[src/rtl/lpc_io_pkg.sv]
package lpc_io_pkg;

  localparam int IO_AW      = 16;
  localparam int DATA_BYTES = 4;
  localparam int DATA_W     = DATA_BYTES * 8;

  typedef enum logic [3:0] {
    ST_IDLE, ST_START, ST_CTYP, ST_ADDR, ST_WDAT,
    ST_TAR1, ST_SYNC, ST_RDAT, ST_TAR2, ST_ABRT
  } bus_st_e;

  typedef enum logic [1:0] {SY_READY, SY_WAIT, SY_ERR, SY_BAD} sync_e;

  localparam logic [3:0] NIB_START = 4'h0;
  localparam logic [3:0] NIB_ABORT = 4'hF;

  function automatic logic [3:0] ctype_nib(input logic wr);
    return wr ? 4'b0010 : 4'b0000;
  endfunction

  function automatic sync_e classify_sync(input logic [3:0] n);
    case (n)
      4'b0000:          return SY_READY;
      4'b0101, 4'b0110: return SY_WAIT;
      4'b1010:          return SY_ERR;
      default:          return SY_BAD;
    endcase
  endfunction

  // address nibble i, i = 0 is the most significant
  function automatic logic [3:0] addr_nib(input logic [IO_AW-1:0] a, input logic [1:0] i);
    case (i)
      2'd0:    return a[15:12];
      2'd1:    return a[11:8];
      2'd2:    return a[7:4];
      default: return a[3:0];
    endcase
  endfunction

  function automatic logic [2:0] byte_count(input logic [1:0] sz);
    case (sz)
      2'b00:   return 3'd1;
      2'b01:   return 3'd2;
      default: return 3'd4;
    endcase
  endfunction

  function automatic logic [7:0] pick_byte(input logic [DATA_W-1:0] w, input logic [1:0] i);
    return w[8*i +: 8];
  endfunction

  function automatic logic [DATA_W-1:0] place_byte(input logic [DATA_W-1:0] w,
                                                   input logic [1:0] i,
                                                   input logic [7:0] b);
    logic [DATA_W-1:0] r;
    r = w;
    r[8*i +: 8] = b;
    return r;
  endfunction

endpackage

[src/rtl/lpc_io_decode.sv]
module lpc_io_decode
  import lpc_io_pkg::*;
#(
  parameter int NWIN  = 4,
  parameter int SEL_W = 2
) (
  input  logic             clk,
  input  logic             rst_n,
  input  logic             cfg_we,
  input  logic [SEL_W-1:0] cfg_sel,
  input  logic             cfg_en,
  input  logic [IO_AW-1:0] cfg_lo,
  input  logic [IO_AW-1:0] cfg_hi,
  input  logic [IO_AW-1:0] addr,
  output logic             hit
);

  logic [NWIN-1:0]  en_q;
  logic [IO_AW-1:0] lo_q [NWIN];
  logic [IO_AW-1:0] hi_q [NWIN];
  logic [NWIN-1:0]  win_hit;

  for (genvar w = 0; w < NWIN; w++) begin : g_win
    always_ff @(posedge clk) begin
      if (!rst_n) begin
        en_q[w] <= 1'b0;
        lo_q[w] <= '0;
        hi_q[w] <= '0;
      end else if (cfg_we && cfg_sel == SEL_W'(w)) begin
        en_q[w] <= cfg_en;
        lo_q[w] <= cfg_lo;
        hi_q[w] <= cfg_hi;
      end
    end
    assign win_hit[w] = en_q[w] && (addr >= lo_q[w]) && (addr <= hi_q[w]);
  end

  assign hit = |win_hit;


  hit_needs_enable_chk: assert property (@(posedge clk) disable iff (!rst_n)
    hit |-> (|en_q));

endmodule

[src/rtl/lpc_byte_cycle.sv]
module lpc_byte_cycle
  import lpc_io_pkg::*;
#(
  parameter int SYNC_LIMIT = 3,
  parameter int ABORT_LEN  = 4
) (
  input  logic             clk,
  input  logic             rst_n,
  input  logic             kick,
  input  logic             wr,
  input  logic [IO_AW-1:0] addr,
  input  logic [7:0]       wbyte,
  input  logic [3:0]       lad_in,
  output logic             lframe_n,
  output logic [3:0]       lad_out,
  output logic             lad_oe,
  output logic             byte_done,
  output logic [7:0]       rbyte,
  output logic             busy
);

  localparam int CNT_W = $clog2(ABORT_LEN + 4);
  localparam int INV_W = $clog2(SYNC_LIMIT + 1);

  bus_st_e          st;
  logic [CNT_W-1:0] cnt;
  logic [INV_W-1:0] inv;
  logic             wr_q, abort_q;
  logic [IO_AW-1:0] addr_q;
  logic [7:0]       wb_q, rb_q;
  sync_e            sy;

  assign sy = classify_sync(lad_in);

  always_ff @(posedge clk) begin
    if (!rst_n) begin
      st      <= ST_IDLE;
      cnt     <= '0;
      inv     <= '0;
      wr_q    <= 1'b0;
      abort_q <= 1'b0;
      addr_q  <= '0;
      wb_q    <= '0;
      rb_q    <= '0;
    end else begin
      case (st)
        ST_IDLE: if (kick) begin
          st      <= ST_START;
          wr_q    <= wr;
          addr_q  <= addr;
          wb_q    <= wbyte;
          abort_q <= 1'b0;
          rb_q    <= '0;
        end
        ST_START: st <= ST_CTYP;
        ST_CTYP: begin
          st  <= ST_ADDR;
          cnt <= '0;
        end
        ST_ADDR: begin
          if (cnt == CNT_W'(3)) begin
            st  <= wr_q ? ST_WDAT : ST_TAR1;
            cnt <= '0;
          end else cnt <= cnt + 1'b1;
        end
        ST_WDAT: begin
          if (cnt == CNT_W'(1)) begin
            st  <= ST_TAR1;
            cnt <= '0;
          end else cnt <= cnt + 1'b1;
        end
        ST_TAR1: begin
          if (cnt == CNT_W'(1)) begin
            st  <= ST_SYNC;
            cnt <= '0;
            inv <= '0;
          end else cnt <= cnt + 1'b1;
        end
        ST_SYNC: begin
          case (sy)
            SY_READY: begin
              st  <= wr_q ? ST_TAR2 : ST_RDAT;
              cnt <= '0;
            end
            SY_WAIT: inv <= '0;
            SY_ERR: begin
              st      <= ST_ABRT;
              abort_q <= 1'b1;
              cnt     <= '0;
            end
            default: begin
              if (inv == INV_W'(SYNC_LIMIT - 1)) begin
                st      <= ST_ABRT;
                abort_q <= 1'b1;
                cnt     <= '0;
                inv     <= '0;
              end else inv <= inv + 1'b1;
            end
          endcase
        end
        ST_RDAT: begin
          if (cnt == CNT_W'(0)) begin
            rb_q[3:0] <= lad_in;
            cnt       <= cnt + 1'b1;
          end else begin
            rb_q[7:4] <= lad_in;
            st        <= ST_TAR2;
            cnt       <= '0;
          end
        end
        ST_TAR2: begin
          if (cnt == CNT_W'(1)) begin
            st  <= ST_IDLE;
            cnt <= '0;
          end else cnt <= cnt + 1'b1;
        end
        ST_ABRT: begin
          if (cnt == CNT_W'(ABORT_LEN - 1)) begin
            st  <= ST_IDLE;
            cnt <= '0;
          end else cnt <= cnt + 1'b1;
        end
        default: st <= ST_IDLE;
      endcase
    end
  end

  always_comb begin
    lframe_n = 1'b1;
    lad_oe   = 1'b0;
    lad_out  = NIB_ABORT;
    case (st)
      ST_START: begin
        lframe_n = 1'b0;
        lad_oe   = 1'b1;
        lad_out  = NIB_START;
      end
      ST_CTYP: begin
        lad_oe  = 1'b1;
        lad_out = ctype_nib(wr_q);
      end
      ST_ADDR: begin
        lad_oe  = 1'b1;
        lad_out = addr_nib(addr_q, cnt[1:0]);
      end
      ST_WDAT: begin
        lad_oe  = 1'b1;
        lad_out = (cnt == CNT_W'(0)) ? wb_q[3:0] : wb_q[7:4];
      end
      ST_ABRT: begin
        lframe_n = 1'b0;
        lad_oe   = 1'b1;
        lad_out  = NIB_ABORT;
      end
      default: ;
    endcase
  end

  assign byte_done = (st == ST_TAR2 && cnt == CNT_W'(1)) ||
                     (st == ST_ABRT && cnt == CNT_W'(ABORT_LEN - 1));
  assign rbyte = abort_q ? 8'hFF : rb_q;
  assign busy  = (st != ST_IDLE);

  // length of the most recent low run of the frame strobe, saturating
  logic [CNT_W-1:0] low_run;
  always_ff @(posedge clk) begin
    if (!rst_n) low_run <= '0;
    else if (!lframe_n) low_run <= (low_run == '1) ? low_run : low_run + 1'b1;
    else low_run <= '0;
  end


  frame_start_drive_chk: assert property (@(posedge clk) disable iff (!rst_n)
    !lframe_n |-> lad_oe);


  abort_len_chk: assert property (@(posedge clk) disable iff (!rst_n)
    $rose(lframe_n) |-> (low_run == CNT_W'(1) || low_run == CNT_W'(ABORT_LEN)));


  sync_budget_chk: assert property (@(posedge clk) disable iff (!rst_n)
    (st == ST_SYNC) |-> (inv < INV_W'(SYNC_LIMIT)));


  sync_released_chk: assert property (@(posedge clk) disable iff (!rst_n)
    (st == ST_SYNC && sy == SY_WAIT) |=> !lad_oe);

endmodule

[src/rtl/lpc_io_host.sv]
module lpc_io_host
  import lpc_io_pkg::*;
#(
  parameter int NWIN       = 4,
  parameter int SYNC_LIMIT = 3,
  parameter int ABORT_LEN  = 4
) (
  input  logic                                 clk,
  input  logic                                 rst_n,
  input  logic                                 cfg_we,
  input  logic [((NWIN > 1) ? $clog2(NWIN) : 1)-1:0] cfg_sel,
  input  logic                                 cfg_en,
  input  logic [15:0]                          cfg_lo,
  input  logic [15:0]                          cfg_hi,
  input  logic                                 req_valid,
  input  logic                                 req_write,
  input  logic [1:0]                           req_size,
  input  logic [15:0]                          req_addr,
  input  logic [31:0]                          req_wdata,
  output logic                                 busy,
  output logic                                 done,
  output logic [31:0]                          rdata,
  output logic                                 lframe_n,
  output logic [3:0]                           lad_out,
  output logic                                 lad_oe,
  input  logic [3:0]                           lad_in
);

  localparam int SEL_W = (NWIN > 1) ? $clog2(NWIN) : 1;
  localparam int IDX_W = $clog2(DATA_BYTES) + 1;

  logic              busy_q, wr_q, kick_q, done_q;
  logic [IO_AW-1:0]  addr_q;
  logic [DATA_W-1:0] wdata_q, acc_q, rdata_q, merged;
  logic [IDX_W-1:0]  nb_q, idx_q;
  logic              hit, accept, last_byte;
  logic              eng_busy, eng_done;
  logic [7:0]        eng_rbyte;
  logic [IO_AW-1:0]  cur_addr;
  logic [7:0]        cur_wbyte;

  assign accept    = req_valid && !busy_q;
  assign last_byte = (idx_q == nb_q - 1'b1);
  assign cur_addr  = addr_q + IO_AW'(idx_q);
  assign cur_wbyte = pick_byte(wdata_q, idx_q[1:0]);
  assign merged    = place_byte(acc_q, idx_q[1:0], eng_rbyte);

  lpc_io_decode #(.NWIN(NWIN), .SEL_W(SEL_W)) u_dec (
    .clk(clk), .rst_n(rst_n), .cfg_we(cfg_we), .cfg_sel(cfg_sel),
    .cfg_en(cfg_en), .cfg_lo(cfg_lo), .cfg_hi(cfg_hi),
    .addr(req_addr), .hit(hit)
  );

  lpc_byte_cycle #(.SYNC_LIMIT(SYNC_LIMIT), .ABORT_LEN(ABORT_LEN)) u_cyc (
    .clk(clk), .rst_n(rst_n), .kick(kick_q), .wr(wr_q),
    .addr(cur_addr), .wbyte(cur_wbyte), .lad_in(lad_in),
    .lframe_n(lframe_n), .lad_out(lad_out), .lad_oe(lad_oe),
    .byte_done(eng_done), .rbyte(eng_rbyte), .busy(eng_busy)
  );

  always_ff @(posedge clk) begin
    if (!rst_n) begin
      busy_q  <= 1'b0;
      wr_q    <= 1'b0;
      kick_q  <= 1'b0;
      done_q  <= 1'b0;
      addr_q  <= '0;
      wdata_q <= '0;
      acc_q   <= '0;
      rdata_q <= '0;
      nb_q    <= '0;
      idx_q   <= '0;
    end else begin
      kick_q <= 1'b0;
      done_q <= 1'b0;
      if (accept) begin
        if (hit) begin
          busy_q  <= 1'b1;
          kick_q  <= 1'b1;
          wr_q    <= req_write;
          addr_q  <= req_addr;
          wdata_q <= req_wdata;
          nb_q    <= IDX_W'(byte_count(req_size));
          idx_q   <= '0;
          acc_q   <= '0;
        end else begin
          done_q  <= 1'b1;
          rdata_q <= '1;
        end
      end else if (busy_q && eng_done) begin
        acc_q <= merged;
        if (last_byte) begin
          busy_q  <= 1'b0;
          done_q  <= 1'b1;
          rdata_q <= merged;
        end else begin
          idx_q  <= idx_q + 1'b1;
          kick_q <= 1'b1;
        end
      end
    end
  end

  assign busy  = busy_q;
  assign done  = done_q;
  assign rdata = rdata_q;


  no_early_done_chk: assert property (@(posedge clk) disable iff (!rst_n)
    (eng_done && !last_byte) |=> !done_q);


  kick_when_idle_chk: assert property (@(posedge clk) disable iff (!rst_n)
    kick_q |-> !eng_busy);


  miss_no_cycle_chk: assert property (@(posedge clk) disable iff (!rst_n)
    (accept && !hit) |=> (!kick_q && done_q));


  busy_holds_addr_chk: assert property (@(posedge clk) disable iff (!rst_n)
    (busy_q && req_valid && !eng_done) |=> $stable(addr_q));

endmodule

[config.mk]
export PLATFORM = sky130hd
export DESIGN_NAME = lpc_io_host
export DESIGN_NICKNAME = d
export VERILOG_FILES = /design/src/rtl/lpc_io_pkg.sv /design/src/rtl/lpc_io_decode.sv /design/src/rtl/lpc_byte_cycle.sv /design/src/rtl/lpc_io_host.sv
export SDC_FILE = /design/constraint.sdc
export NUM_CORES = 1
export LEC_CHECK = 0
export BUFFER_PORTS_ARGS = -buffer_cell sky130_fd_sc_hd__buf_2
export CAP_MARGIN = 5
export CORE_MARGIN = 2
export CORE_UTILIZATION = 32
export DETAILED_ROUTE_END_ITERATION = 16
export GPL_ROUTABILITY_DRIVEN = 0
export GPL_TIMING_DRIVEN = 0
export PLACE_DENSITY = 0.56
export SLEW_MARGIN = 20
export SYNTH_ARGS = -nofsm -noshare
export SYNTH_HDL_FRONTEND = slang
export SYNTH_HIERARCHICAL = 1
export SYNTH_SLANG_ARGS = --single-unit
[constraint.sdc]
create_clock -name clk -period 2.82 [get_ports clk]
set_input_delay 0.282 -clock clk [delete_from_list [all_inputs] [get_ports clk]]
set_output_delay 0.282 -clock clk [all_outputs]
set_load 0.01 [all_outputs]
==> summary.txt <==
Status: complete, but fails checks
Failing checks: negative setup slack
Clk pwr share: 44.1%
Crit path launch: u_dec/lo_q[1][0]
Peak VDD IR: 437 uV
Worst path required time: 3310 ps
Dpl ws: -1350 ps
Multi-input gate area: 8390 um2
Core Area: 50300 um2
Drt first-iter violations: 757
Final critical-path required period: 2900 ps
Mapped Area: 16300 um2
Syn Nets: 1921
Crit-path max FO: 5
Worst-Margin Slew: 938 ps
GR Overflow Total: 0
Startpoint types: flip-flop
Max Cap Viol: 0
Min-Delay Path Class: in2reg
Max-slew violation count: 0
Leak Pwr: 8.21 nW
Hold Crit Start: req_wdata[23]
Sequential cell area: 7230 um2
Max-Slew Margin vs Limit: 37.0%
Starting Density: 32.4%
Sequential share of power: 44.5%
Die Height: 230 um
Via-per-instance ratio: 4.99
Syn_area_per_cell: 9.69 um2
R2r setup slk: -80 ps
Fmax: 0.345 GHz
First-pass GRT wire length: 70.9 mm
CP most frequent cell: buf_6
Max Buffers Root-to-Sink: 3
CTS clk-pin slew, worst paths: 60 ps
Synth Instances: 1682
Die Area: 52800 um2
Clock root cell: clkbuf_16
Antenna Nets Post-Route: 0
IO buf count: 129
Hold_ws: 22.7 ps
Net Sw Frac: 24.6%
FF-to-FF Start: u_dec/lo_q[1][0]
Pwr/cell area: 539 nW/um2
Largest net degree at the start of global routing: 33
Period utilization: 103%
CP Cell Sequence: ha_1 -> nand2b_4 -> a2111oi_4 -> o31ai_2 -> a2111o_1 -> o2111ai_2 -> nand4_1 -> buf_6 -> nand3b_1 -> buf_6 -> clkbuf_16 -> nand3_2 -> o21ai_1 -> and2_1
Number of H-tree levels: 2
Unrepaired setup endpoints after global routing: yes
Kind of critical path: reg2reg
Final Hold Fails: 0
Wire per inst: 17.7 um
CTS tree: built
Synth Warn #: 6
Psw: 2.63 mW
Antenna Cells: 0
Vias: 12880
Power share of the combinational group: 11.3%
Critical path's slowest cell: a2111o_1
Clk sinks: 297
Initial antenna violation count: 2
Fraction of layout cells with a size suffix above 1: 17.1%
DRT Wirelength: 45.6 mm
DRC violations left: 0
Critical path arrival: 3390 ps
Number of global-route vias before repair: 12988
TritonRoute pass-1 iters: 5
Critical path endpoint category: flip-flop
Final worst slack: -79.4 ps
Hpwl dp: 32.8 mm
# nets final: 2119
Setup Skew: 25.3 ps
Critical path's largest stage delay: 430 ps
Synth-to-layout area growth: 21.7%
Final setup violation count: 72
Die width: 230 um
# fillers: 4966
Worst-skew pair later-pin latency: 540 ps
Placement row count: 82
Top-Level Pins: 134
Internal Power: 8.07 mW
CTS Buf Count: 37
All-layer global routing usage: 17.1%
-- what timing repair did --
action | in CTS | in global routing
pin swaps | 22 | 23
setup buffers | 9 | 1
hold buffers | 16 | 0
resized for setup | 117 | 44
gates cloned | 2 | 3
endpoints found under the hold margin | 18 | 0
setup endpoints to repair | 123 | 123
-- per-stage QoR --
stage / instances / total power, mW / TNS (ps) / utilization, % / cell area [um2]
3_3_place_gp: 2483 / 5.90 / -135420 / 35.4 / 17800
5_1_grt: 2580 / 11.2 / -17130 / 39.5 / 19800
6_report: 2580 / 10.7 / -1880 / 39.5 / 19800
4_1_cts: 2578 / 10.8 / -789 / 39.1 / 19700
2_1_floorplan: 1682 / 5.50 / 0 / - / 16300
3_5_place_dp: 2485 / 5.95 / -140240 / 35.5 / 17800
-- layout make-up --
class                   instances  area share (%)
repair buffers                161            5.31
multi-input cells            1155            42.3
clock buffers                  61            5.58
well taps                     672            4.24
clock inverters                 6           0.492
flip-flops and latches        297            36.4
inverters                     145            2.76
plain buffers                  83            2.85
-- path summary, 6_finish.rpt --
path              endpoint  cells past startpoint
min reg2reg  u_cyc/wb_q[2]                      2
max reg2reg       acc_q[6]                     14
max               acc_q[6]                     14
min            wdata_q[23]                      3
-- cell usage in the layout (no fill, tap or decap), types with 10 or more instances in the layout --
master / count
nand3_2: 20
clkbuf_16: 43
clkbuf_1: 59
nand2_1: 209
nor2_1: 27
o21ai_0: 30
and2_1: 163
o21ai_1: 30
edfxtp_1: 128
buf_2: 141
nor2b_1: 38
dfxtp_1: 168
a31oi_1: 17
dlygate4sd3_1: 16
a21boi_0: 29
a21oi_1: 53
xor2_1: 13
nand4_1: 22
nand2_2: 12
a21boi_1: 47
nand2b_1: 26
inv_1: 142
nand3_1: 40
o221a_1: 11
ha_1: 142
o211a_1: 20
nor3_1: 10
-- registers in the layout (all words and copies together), names as in the netlist, 2 cells and up --
name          cells
u_dec/hi_q       64
u_dec/lo_q       64
acc_q            32
rdata            32
wdata_q          32
addr_q           16
u_cyc/addr_q     16
u_cyc/rb_q        8
u_cyc/wb_q        8
u_cyc/st          4
u_dec/en_q        4
idx_q             3
nb_q              3
u_cyc/cnt         3
u_cyc/inv         2
-- per-layer routing --
layer | part of all wire [%] | up-vias | global-route usage, %
li1 | - | 6300 | -
met1 | 44 | 6159 | 21.7
met2 | 48 | 341 | 29.7
met3 | 5.2 | 76 | 2.93
met4 | 2.5 | 4 | 5.18
met5 | 0.053 | - | 0
-- power groups by stage --
stage                     logic (mW)  registers, mW  clock network (mW)
final                           1.21           4.76                4.72
after global routing            1.36           4.78                5.02
after CTS                       1.19           4.76                4.83
after detailed placement        1.10           4.85                   0
after global placement          1.04           4.85                   0
after floorplan                0.637           4.86                   0
-- worst max-delay path: cells and delay by family, from the launching register on --
| family | cells | cell delay, ps |
|---|---|---|
| buf+inv | 3 | 490 |
| simple gates | 5 | 650 |
| fa+ha+maj | 1 | 270 |
| flops | 1 | 360 |
| compound gates | 5 | 1050 |
No activity file was read; power rests on OpenSTA's default activity.
